--- src/rtl/exc_pkg.sv ---
package exc_pkg;
  localparam int NCAUSE = 8;
  localparam int CB_IF_PF   = 0;
  localparam int CB_IF_MIS  = 1;
  localparam int CB_IF_PROT = 2;
  localparam int CB_ID_ILL  = 3;
  localparam int CB_EX_AR   = 4;
  localparam int CB_MEM_PF  = 5;
  localparam int CB_MEM_MIS = 6;
  localparam int CB_MEM_PRT = 7;

  typedef logic [NCAUSE-1:0] cause_vec_t;
  typedef logic [3:0]        cause_code_t;

  // Lowest bit position wins; code is position plus one, zero when empty.
  function automatic cause_code_t pick_code(cause_vec_t v);
    cause_code_t c;
    c = '0;
    for (int i = NCAUSE - 1; i >= 0; i--) begin
      if (v[i]) c = cause_code_t'(i + 1);
    end
    return c;
  endfunction
endpackage

--- src/rtl/exc_rst_sync.sv ---
module exc_rst_sync (
  input  logic clk,
  input  logic rst_n,
  output logic rst_q
);
  logic s1;
  always_ff @(posedge clk or negedge rst_n) begin
    if (!rst_n) begin
      s1    <= 1'b0;
      rst_q <= 1'b0;
    end else begin
      s1    <= 1'b1;
      rst_q <= s1;
    end
  end
endmodule

--- src/rtl/exc_stage.sv ---
module exc_stage
  import exc_pkg::*;
#(
  parameter int PC_W = 32
) (
  input  logic            clk,
  input  logic            rst_n,
  input  logic            adv,
  input  logic            flush,
  input  logic            in_v,
  input  logic [PC_W-1:0] in_pc,
  input  cause_vec_t      in_vec,
  input  cause_vec_t      add_vec,
  output logic            q_v,
  output logic [PC_W-1:0] q_pc,
  output cause_vec_t      q_vec
);
  logic            en;
  logic            d_v;
  logic [PC_W-1:0] d_pc;
  cause_vec_t      d_vec;

  always_comb begin
    en    = flush | adv;
    d_v   = in_v & ~flush;
    d_pc  = in_pc;
    d_vec = (in_v && !flush) ? (in_vec | add_vec) : '0;
  end

  always_ff @(posedge clk or negedge rst_n) begin
    if (!rst_n) begin
      q_v   <= 1'b0;
      q_pc  <= '0;
      q_vec <= '0;
    end else if (en) begin
      q_v   <= d_v;
      q_pc  <= d_pc;
      q_vec <= d_vec;
    end
  end
endmodule

--- src/rtl/exc_fetch_sel.sv ---
module exc_fetch_sel #(
  parameter int              PC_W     = 32,
  parameter logic [PC_W-1:0] RESET_PC = '0,
  parameter logic [PC_W-1:0] TRAP_VEC = 'h100,
  parameter int              PC_STEP  = 4
) (
  input  logic            clk,
  input  logic            rst_n,
  input  logic            take,
  input  logic            restore,
  input  logic [PC_W-1:0] restore_pc,
  input  logic            redirect,
  input  logic [PC_W-1:0] redirect_pc,
  input  logic            hold,
  output logic [PC_W-1:0] pc_q
);
  localparam logic [PC_W-1:0] STEP = PC_W'(PC_STEP);
  logic [PC_W-1:0] pc_d;

  always_comb begin
    if (take)          pc_d = TRAP_VEC;
    else if (restore)  pc_d = restore_pc;
    else if (redirect) pc_d = redirect_pc;
    else if (hold)     pc_d = pc_q;
    else               pc_d = pc_q + STEP;
  end

  always_ff @(posedge clk or negedge rst_n) begin
    if (!rst_n) pc_q <= RESET_PC;
    else        pc_q <= pc_d;
  end
endmodule

--- src/rtl/exc_tracker.sv ---
module exc_tracker
  import exc_pkg::*;
#(
  parameter int              PC_W     = 32,
  parameter logic [PC_W-1:0] RESET_PC = '0,
  parameter logic [PC_W-1:0] TRAP_VEC = 'h100,
  parameter int              PC_STEP  = 4
) (
  input  logic            clk,
  input  logic            rst_n,
  input  logic            hold,
  input  logic            redirect,
  input  logic [PC_W-1:0] redirect_pc,
  input  logic            restore,
  input  logic [PC_W-1:0] restore_pc,
  input  logic [2:0]      if_fault,
  input  logic            id_illegal,
  input  logic            ex_arith,
  input  logic [2:0]      mem_fault,
  input  logic            mem_wr_req,
  input  logic            rf_wr_req,
  output logic [PC_W-1:0] fetch_pc,
  output logic            mem_wr_en,
  output logic            rf_wr_en,
  output logic            trap_take,
  output logic [PC_W-1:0] epc,
  output logic [3:0]      cause_code
);
  localparam int NSTG = 4;          // ID, EX, MEM, WB records
  localparam int S_MEM = NSTG - 1;
  localparam int S_WB  = NSTG;

  logic rst_q;
  logic adv;

  logic            st_v   [0:NSTG];
  logic [PC_W-1:0] st_pc  [0:NSTG];
  cause_vec_t      st_vec [0:NSTG];
  cause_vec_t      add_v  [0:NSTG-1];

  exc_rst_sync u_rsync (.clk(clk), .rst_n(rst_n), .rst_q(rst_q));

  assign adv       = ~hold;
  assign st_v[0]   = 1'b1;
  assign st_pc[0]  = fetch_pc;
  assign st_vec[0] = '0;

  // Causes detected by each stage for the instruction it holds now.
  always_comb begin
    for (int k = 0; k < NSTG; k++) add_v[k] = '0;
    add_v[0][CB_IF_PF]   = if_fault[0];
    add_v[0][CB_IF_MIS]  = if_fault[1];
    add_v[0][CB_IF_PROT] = if_fault[2];
    add_v[1][CB_ID_ILL]  = id_illegal;
    add_v[2][CB_EX_AR]   = ex_arith;
    add_v[3][CB_MEM_PF]  = mem_fault[0];
    add_v[3][CB_MEM_MIS] = mem_fault[1];
    add_v[3][CB_MEM_PRT] = mem_fault[2];
  end

  for (genvar k = 1; k <= NSTG; k++) begin : g_stg
    exc_stage #(.PC_W(PC_W)) u_stg (
      .clk(clk), .rst_n(rst_q), .adv(adv), .flush(trap_take),
      .in_v(st_v[k-1]), .in_pc(st_pc[k-1]), .in_vec(st_vec[k-1]),
      .add_vec(add_v[k-1]),
      .q_v(st_v[k]), .q_pc(st_pc[k]), .q_vec(st_vec[k])
    );
  end

  assign trap_take = st_v[S_WB] & (|st_vec[S_WB]);
  assign rf_wr_en  = rf_wr_req & st_v[S_WB] & ~(|st_vec[S_WB]);
  assign mem_wr_en = mem_wr_req & st_v[S_MEM]
                   & ~(|(st_vec[S_MEM] | add_v[S_MEM])) & ~trap_take;

  exc_fetch_sel #(
    .PC_W(PC_W), .RESET_PC(RESET_PC), .TRAP_VEC(TRAP_VEC), .PC_STEP(PC_STEP)
  ) u_fsel (
    .clk(clk), .rst_n(rst_q), .take(trap_take),
    .restore(restore), .restore_pc(restore_pc),
    .redirect(redirect), .redirect_pc(redirect_pc),
    .hold(hold), .pc_q(fetch_pc)
  );

  // Saved trap state: written only in the flush cycle.
  logic [PC_W-1:0] epc_d;
  cause_code_t     code_d;
  always_comb begin
    epc_d  = st_pc[S_WB];
    code_d = pick_code(st_vec[S_WB]);
  end

  always_ff @(posedge clk or negedge rst_q) begin
    if (!rst_q) begin
      epc        <= '0;
      cause_code <= '0;
    end else if (trap_take) begin
      epc        <= epc_d;
      cause_code <= code_d;
    end
  end
endmodule

--- config.mk ---
export PLATFORM = sky130hd
export DESIGN_NAME = exc_tracker
export DESIGN_NICKNAME = d
export VERILOG_FILES = /design/src/rtl/exc_pkg.sv /design/src/rtl/exc_rst_sync.sv /design/src/rtl/exc_stage.sv /design/src/rtl/exc_fetch_sel.sv /design/src/rtl/exc_tracker.sv
export SDC_FILE = /design/constraint.sdc
export NUM_CORES = 1
export LEC_CHECK = 0
export ABC_AREA = 1
export BUFFER_PORTS_ARGS = -buffer_cell sky130_fd_sc_hd__buf_2
export CAP_MARGIN = 10
export CELL_PAD_IN_SITES_DETAIL_PLACEMENT = 0
export CELL_PAD_IN_SITES_GLOBAL_PLACEMENT = 1
export CORE_UTILIZATION = 42
export DETAILED_ROUTE_END_ITERATION = 6
export PLACE_DENSITY = 0.82
export REMOVE_ABC_BUFFERS = 1
export SYNTH_ARGS = -nofsm -noshare
export SYNTH_HDL_FRONTEND = slang
export SYNTH_SLANG_ARGS = --single-unit
--- constraint.sdc ---
create_clock -name clk -period 20.6 [get_ports clk]
set_clock_uncertainty 0.15 [all_clocks]
set_input_delay 1.03 -clock clk [delete_from_list [all_inputs] [get_ports clk]]
set_output_delay 1.03 -clock clk [all_outputs]
set_load 0.02 [all_outputs]
==> results.sh, run 1 <==
export IMPL_drv_cap=0
export IMPL_grt_max_degree=93
export IMPL_yosys_area_share_simple=0.2570
export IMPL_startpoint_type="flip-flop"
export IMPL_initial_core_util=0.4264
export IMPL_ys_top_cells_by_count="476 x nand2_1, 222 x dfrtp_1, 125 x o21ai_0"
export IMPL_finalCritPeriodShare=0.1815
export IMPL_crit_arrival_ns=3.97
export IMPL_max_slew_margin=0.3030
export IMPL_clk_pin_slew_ns=0.06
export IMPL_layout_nets=1371
export IMPL_grtUsageTotal=0.2049
export IMPL_tritoncts="yes"
export IMPL_grt_first_pass_wirelength_um=38520
export IMPL_htreeDepth=1
export IMPL_rsz0062_at_grt="no"
export IMPL_finalCriticalPeriod_ns=3.739
export IMPL_synth_top_family_by_area="simple AND/OR/NAND/NOR gates"
export IMPL_syn_avg_cell_area_um2=8.305
export IMPL_tns_ns=0
export IMPL_gp_congestion=0.8626
export IMPL_clk_latency_ns=0.52
export IMPL_drive_gt1_frac=0.1597
export IMPL_netlist_area_mm2=0.009625
export IMPL_via_per_inst=4.858
export IMPL_cts_inserted_buffers=24
export IMPL_ys_flop_type="dfrtp_1"
export IMPL_cts_sinks=222
export IMPL_dp_hpwl_um=15770
export IMPL_clockBufferDepth=3
export IMPL_required_ns=20.83
export IMPL_drc=2
export IMPL_fin_area_mm2=0.01131
export IMPL_synthCells=1159
export IMPL_synth_most_common_cell="nand2_1"
export IMPL_synth_edf_count=0
export IMPL_totalWireLength_um=23440
export IMPL_synthAdderAreaFrac=0.001300
export IMPL_finalSetupViolCount=0
export IMPL_p_leak_nw=5.791
export IMPL_slew_violations=0
export IMPL_rows=55
export IMPL_fp_dieArea_mm2=0.02353
export IMPL_failed_checks="design-rule violations"
export IMPL_ir_worst_vdd_v=0.00006950
export IMPL_grt_pass1_vias=7285
export IMPL_overflow=0
export IMPL_wire_per_inst_um=14.70
export IMPL_antenna_found_initial=0
export IMPL_hold_violations=0
export IMPL_p_int_mw=1.026
export IMPL_endpoint_kind="flip-flop"
export IMPL_yosys_top_cells_area="dfrtp_1 58%, nand2_1 19%, o21ai_0 6.5%"
export IMPL_synth_top_area_share=0.5771
export IMPL_ioPinCount=150
export IMPL_area_growth_pct=17.54
export IMPL_worstPathMaxFanout=73
export IMPL_synth_area_mux_share=0
export IMPL_synth_cell_types=35
export IMPL_dr_pass1_iters=7
export IMPL_pwr_share_seq=0.448
export IMPL_ys_seq_area_frac=0.5771
export IMPL_synth_area_leader_cell="dfrtp_1"
export IMPL_timing_fmax_ghz=0.2674
export IMPL_ant_nets=0
export IMPL_hold_buffers=0
export IMPL_die_h_um=153.4
export IMPL_synthArstFlopShare=1.000
export IMPL_ys_ff_latch=222
export IMPL_diodes=0
export IMPL_cts_setup_buffers=0
export IMPL_switchingPower_mw=0.6278
export IMPL_yosysWarningCount=0
export IMPL_pwr_share_comb=0.297
export IMPL_placed_area_mm2=0.01050
export IMPL_power_density_mw_per_mm2=146.2
export IMPL_drt_iter0_drc=478
export IMPL_synth_compound_gate_area_share=0.09632
export IMPL_vias=7743
export IMPL_ctsResizeCount=0
export IMPL_io_buffers=149
export IMPL_p_clk_frac=0.255
export IMPL_hp_class="input pin to asynchronous set/reset pin"
export IMPL_fp_coreArea_mm2=0.02257
export IMPL_die_w_um=153.4
export IMPL_root_buffer="clkbuf_16"
export IMPL_synth_xor_area_frac=0.003640
export IMPL_worstMarginPinSlew_ns=1.043
export IMPL_worst_setup_path_type="flip-flop to flip-flop"
export IMPL_switching_share=0.3795
export IMPL_outcome="finished, violations left"
[final timing paths]
check	start	endpoint	slack, ns	depth (start not counted)
max	g_stg[4].u_stg.q_vec[5]	g_stg[1].u_stg.q_pc[2]	16.86	9
min	rst_n	u_rsync.s1	0.13	1
max reg2reg	g_stg[4].u_stg.q_vec[5]	g_stg[1].u_stg.q_pc[2]	16.86	9
min reg2reg	u_rsync.s1	u_rsync.rst_q	0.21	0
max in group asynchronous	u_rsync.rst_q	g_stg[4].u_stg.q_pc[20]	18.48	1
min in group clk	u_rsync.s1	u_rsync.rst_q	0.21	0
[layout by cell type (no fill, tap or decap), drive strengths merged, types with 2 or more instances in the layout]
cell type  netlist  layout
nand3           49      49
clkinv           1       7
o21ai          127     127
buf             30     156
clkinvlp         0       2
nand4            4       4
a31oi            2       2
a21oi           14      14
nor3             6       6
o31ai            2       2
nor2            69      69
dfrtp          222     222
inv             90      91
xor2             4       4
o22ai           21      21
clkbuf          20      34
nand3b           7       7
nand2          479     479
o221ai           6       6
[per-stage QoR]
stage	std cells	util	hold WS, ns	power, mW	setup slack (ns)
finish	1594	0.5012	0.1260	1.654	16.86
global route	1594	0.5012	0.1107	1.779	16.38
CTS	1593	0.5000	0.1091	1.671	16.79
detailed placement	1549	0.4653	0.1865	1.244	16.25
global placement	1549	0.4653	0.1856	1.231	16.31
floorplan	1109	-	0.1812	1.062	13.81
[cell families (layout without fill, tap and decap cells)]
| logic type | Yosys count | after routing |
|---|---|---|
| XOR/XNOR | 4 | 4 |
| AO/OA/AOI/OAI | 173 | 173 |
| adder cells (fa/ha/maj) | 1 | 1 |
| other | 1 | 1 |
| flip-flops | 222 | 222 |
| buffers and inverters | 141 | 291 |
| AND/OR/NAND/NOR | 617 | 617 |
[power by group through the flow]
| stage | Combinational (mW) | Clock (mW) | Sequential, mW |
|---|---|---|---|
| after floorplan | 0.274 | 0 | 0.787 |
| after global placement | 0.486 | 0 | 0.745 |
| after detailed placement | 0.496 | 0 | 0.748 |
| after CTS | 0.499 | 0.431 | 0.741 |
| after global routing | 0.565 | 0.448 | 0.766 |
| final | 0.491 | 0.422 | 0.741 |
[per-layer routing]
layer	GRT usage	vias up	part of all wire
met5	0	-	0
met4	0.05714	0	0.020
li1	-	3945	-
met2	0.3159	165	0.44
met3	0.03516	34	0.054
met1	0.2976	3599	0.49
[registers in the layout (all words and copies together), names as in the netlist]
register	count
cause_code	4
u_rsync.rst_q	1
g_stg.u_stg.q_vec	20
u_fsel.pc_q	32
u_rsync.s1	1
g_stg.u_stg.q_pc	128
g_stg.u_stg.q_v	4
epc	32
[worst max-delay path, stage by stage (launching register included)]
cell	delay, ns
dfrtp_1	0.37
nor2_1	0.14
nand2_1	0.13
nor2_1	0.11
nand2_1	0.09
nand2_4	0.52
nand2_4	0.51
inv_4	0.67
buf_4	0.62
o21ai_0	0.16
[cell type report]
cell class | count | area, µm²
sequential | 222 | 5559
fill | 2245 | 11260
inverter | 91 | 344.1
multi-input combinational | 796 | 3452
tap | 285 | 356.6
clock inverter | 10 | 95.09
clock buffer | 34 | 688.2
timing repair buffer | 156 | 818.3
(Power assumes the default switching activity.)
==> run 2, diff against run 1 <==
clock period = 3.6 ns   (was 20.6 ns; I/O delays follow)
==> run 2 against run 1 <==
  * Via count grew 5.6%
  * Cell area increased by 8.3%
  * Register-to-register slack worse by 16 ns
  * Routed wire length up 4.9%
  * Die area stayed put
  * Combinational power increased to 6.1 times the previous value
  * Total power rose to 6.0 times the previous value
  * Hold slack got worse by 0.094 ns
  * Sequential share of layout area decreased by 3.7 points
  * Global-route usage up 1.0 points
  * The run still ends with design-rule violations left
  * Largest power group unchanged
  * Fmax is 39% higher
  * Worst setup slack got worse by 16 ns
==> results.sh, run 2 (same netlist as run 1, synthesis figures left out) <==
export IMPL_fp_dieArea_mm2=0.02353
export IMPL_dp_cells=1555
export IMPL_tns_ns=0
export IMPL_grt_first_pass_wirelength_um=40560
export IMPL_critPathCapture="g_stg[2].u_stg.q_vec[3]"
export IMPL_hold_violations=0
export IMPL_cp_common_cell="nand2_1"
export IMPL_wire_per_inst_um=14.62
export IMPL_vias=8180
export IMPL_grt_max_degree=140
export IMPL_overflow=0
export IMPL_r2r_slack_ns=0.91
export IMPL_grt_pass1_vias=7810
export IMPL_die_h_um=153.4
export IMPL_ioPinCount=150
export IMPL_required_ns=3.90
export IMPL_worst_setup_path_type="flip-flop to flip-flop"
export IMPL_reg2reg_from="g_stg[4].u_stg.q_vec[6]"
export IMPL_drt_iter0_drc=522
export IMPL_initial_core_util=0.4264
export IMPL_hold_slack_ns=0.03248
export IMPL_grtUsageTotal=0.2150
export IMPL_path_cells="nor2_1, nand2_1, nor2_1, nand2_1, nand2_4, inv_2, nor2_2, nand3_1, dlygate4sd3_1, nand2_1"
export IMPL_clockBufferDepth=3
export IMPL_rsz0062_at_grt="no"
export IMPL_fin_area_mm2=0.01225
export IMPL_area_growth_pct=27.25
export IMPL_fin_util=0.5426
export IMPL_final_cell_mix="476 x nand2_1, 221 x dfrtp_1, 149 x buf_2, 125 x o21ai_0, 88 x inv_1"
export IMPL_ant_nets=0
export IMPL_p_total_mw=9.858
export IMPL_top_regs="g_stg.u_stg.q_pc: 128 flops, epc: 32 flops, u_fsel.pc_q: 32 flops"
export IMPL_finalSetupViolCount=0
export IMPL_regMostFlops="g_stg.u_stg.q_pc"
export IMPL_pre_cts_ws_ns=0.9543
export IMPL_clk_pin_slew_ns=0.06
export IMPL_max_slew_margin=0.3877
export IMPL_finalCritPeriodShare=0.7484
export IMPL_antenna_found_initial=0
export IMPL_stdcell_count=1681
export IMPL_startpoint_type="flip-flop"
export IMPL_cp_top_family="simple AND/OR/NAND/NOR gates"
export IMPL_cts_sinks=222
export IMPL_setup_slack_ns=0.9058
export IMPL_via_per_inst=4.866
export IMPL_p_leak_nw=6.207
export IMPL_layout_nets=1457
export IMPL_layout_cells_most_common="nand2_1"
export IMPL_clk_latency_ns=0.52
export IMPL_drv_cap=0
export IMPL_totalWireLength_um=24580
export IMPL_crit_start="g_stg[4].u_stg.q_vec[6]"
export IMPL_worstPathMaxFanout=32
export IMPL_critPathSlowestCell="dlygate4sd3_1"
export IMPL_drc=2
export IMPL_crit_arrival_ns=3.00
export IMPL_io_buffers=149
export IMPL_dp_hpwl_um=16310
export IMPL_die_w_um=153.4
export IMPL_root_buffer="clkbuf_16"
export IMPL_failed_checks="design-rule violations"
export IMPL_cts_setup_buffers=0
export IMPL_r2r_cells=10
export IMPL_rows=55
export IMPL_timing_fmax_ghz=0.3712
export IMPL_slew_violations=0
export IMPL_fp_coreArea_mm2=0.02257
export IMPL_endpoint_kind="flip-flop"
export IMPL_worstMarginPinSlew_ns=0.9162
export IMPL_power_density_mw_per_mm2=804.9
export IMPL_finalCriticalPeriod_ns=2.694
export IMPL_r2r_end="g_stg[2].u_stg.q_vec[3]"
export IMPL_worst_path_buf_inv=2
export IMPL_tritoncts="yes"
export IMPL_cts_inserted_buffers=25
export IMPL_placed_area_mm2=0.01060
export IMPL_outcome="finished, violations left"
export IMPL_diodes=0
export IMPL_dr_pass1_iters=6
export IMPL_gp_congestion=0.8528
export IMPL_ctsResizeCount=0
export IMPL_slowest_delay_ns=0.60
export IMPL_ir_worst_vdd_v=0.0003628
export IMPL_cp_depth=10
export IMPL_largest_reg_flops=128
export IMPL_hp_class="input pin to flip-flop"
export IMPL_drive_gt1_frac=0.1562
export IMPL_htreeDepth=1
[run 2: area by class of cell]
cell class / instances / area (µm²)
Clock inverter: 13 / 143.9
Multi-Input combinational cell: 796 / 3452
Tap cell: 285 / 356.6
Timing Repair Buffer: 241 / 1687
Inverter: 91 / 344.1
Clock buffer: 33 / 705.7
Sequential cell: 222 / 5559
Fill cell: 2143 / 10320
[run 2: routing by layer]
metal  up-vias  global-route usage  wire (µm)
li1       4121                   -          -
met1      3798              0.3101      11460
met2       226              0.3416      11290
met3        35             0.03119       1387
met4         0             0.05333        448
met5         -                   0          0
[run 2: worst register-to-register path: cells and delay by family, from the launching register on]
| family | cells | cell delay [ns] |
|---|---|---|
| simple gates | 8 | 1.34 |
| buf+inv | 2 | 0.76 |
| flops | 1 | 0.39 |
[run 2: what timing repair did]
action | CTS | global route
endpoints found under the hold margin | 50 | 0
hold buffers | 80 | 0
endpoints found under the setup margin | 0 | 0
[run 2: how the worst min path moves through the flow]
stage | start | endpoint | depth (start not counted)
3_3_place_gp | rst_n | u_rsync.s1 | 1
5_1_grt | restore_pc[15] | u_fsel.pc_q[15] | 5
2_1_floorplan | rst_n | u_rsync.rst_q | 0
4_1_cts | restore_pc[15] | u_fsel.pc_q[15] | 5
6_report | restore_pc[15] | u_fsel.pc_q[15] | 5
3_5_place_dp | rst_n | u_rsync.s1 | 1
[run 2: power by group]
part / leakage, nW / internal [mW] / switching [mW] / total, mW
clock network: 0.430 / 1.59 / 0.997 / 2.59
registers: 2.80 / 3.55 / 0.704 / 4.26
logic: 2.98 / 1.06 / 1.95 / 3.01
total: 6.21 / 6.20 / 3.65 / 9.86
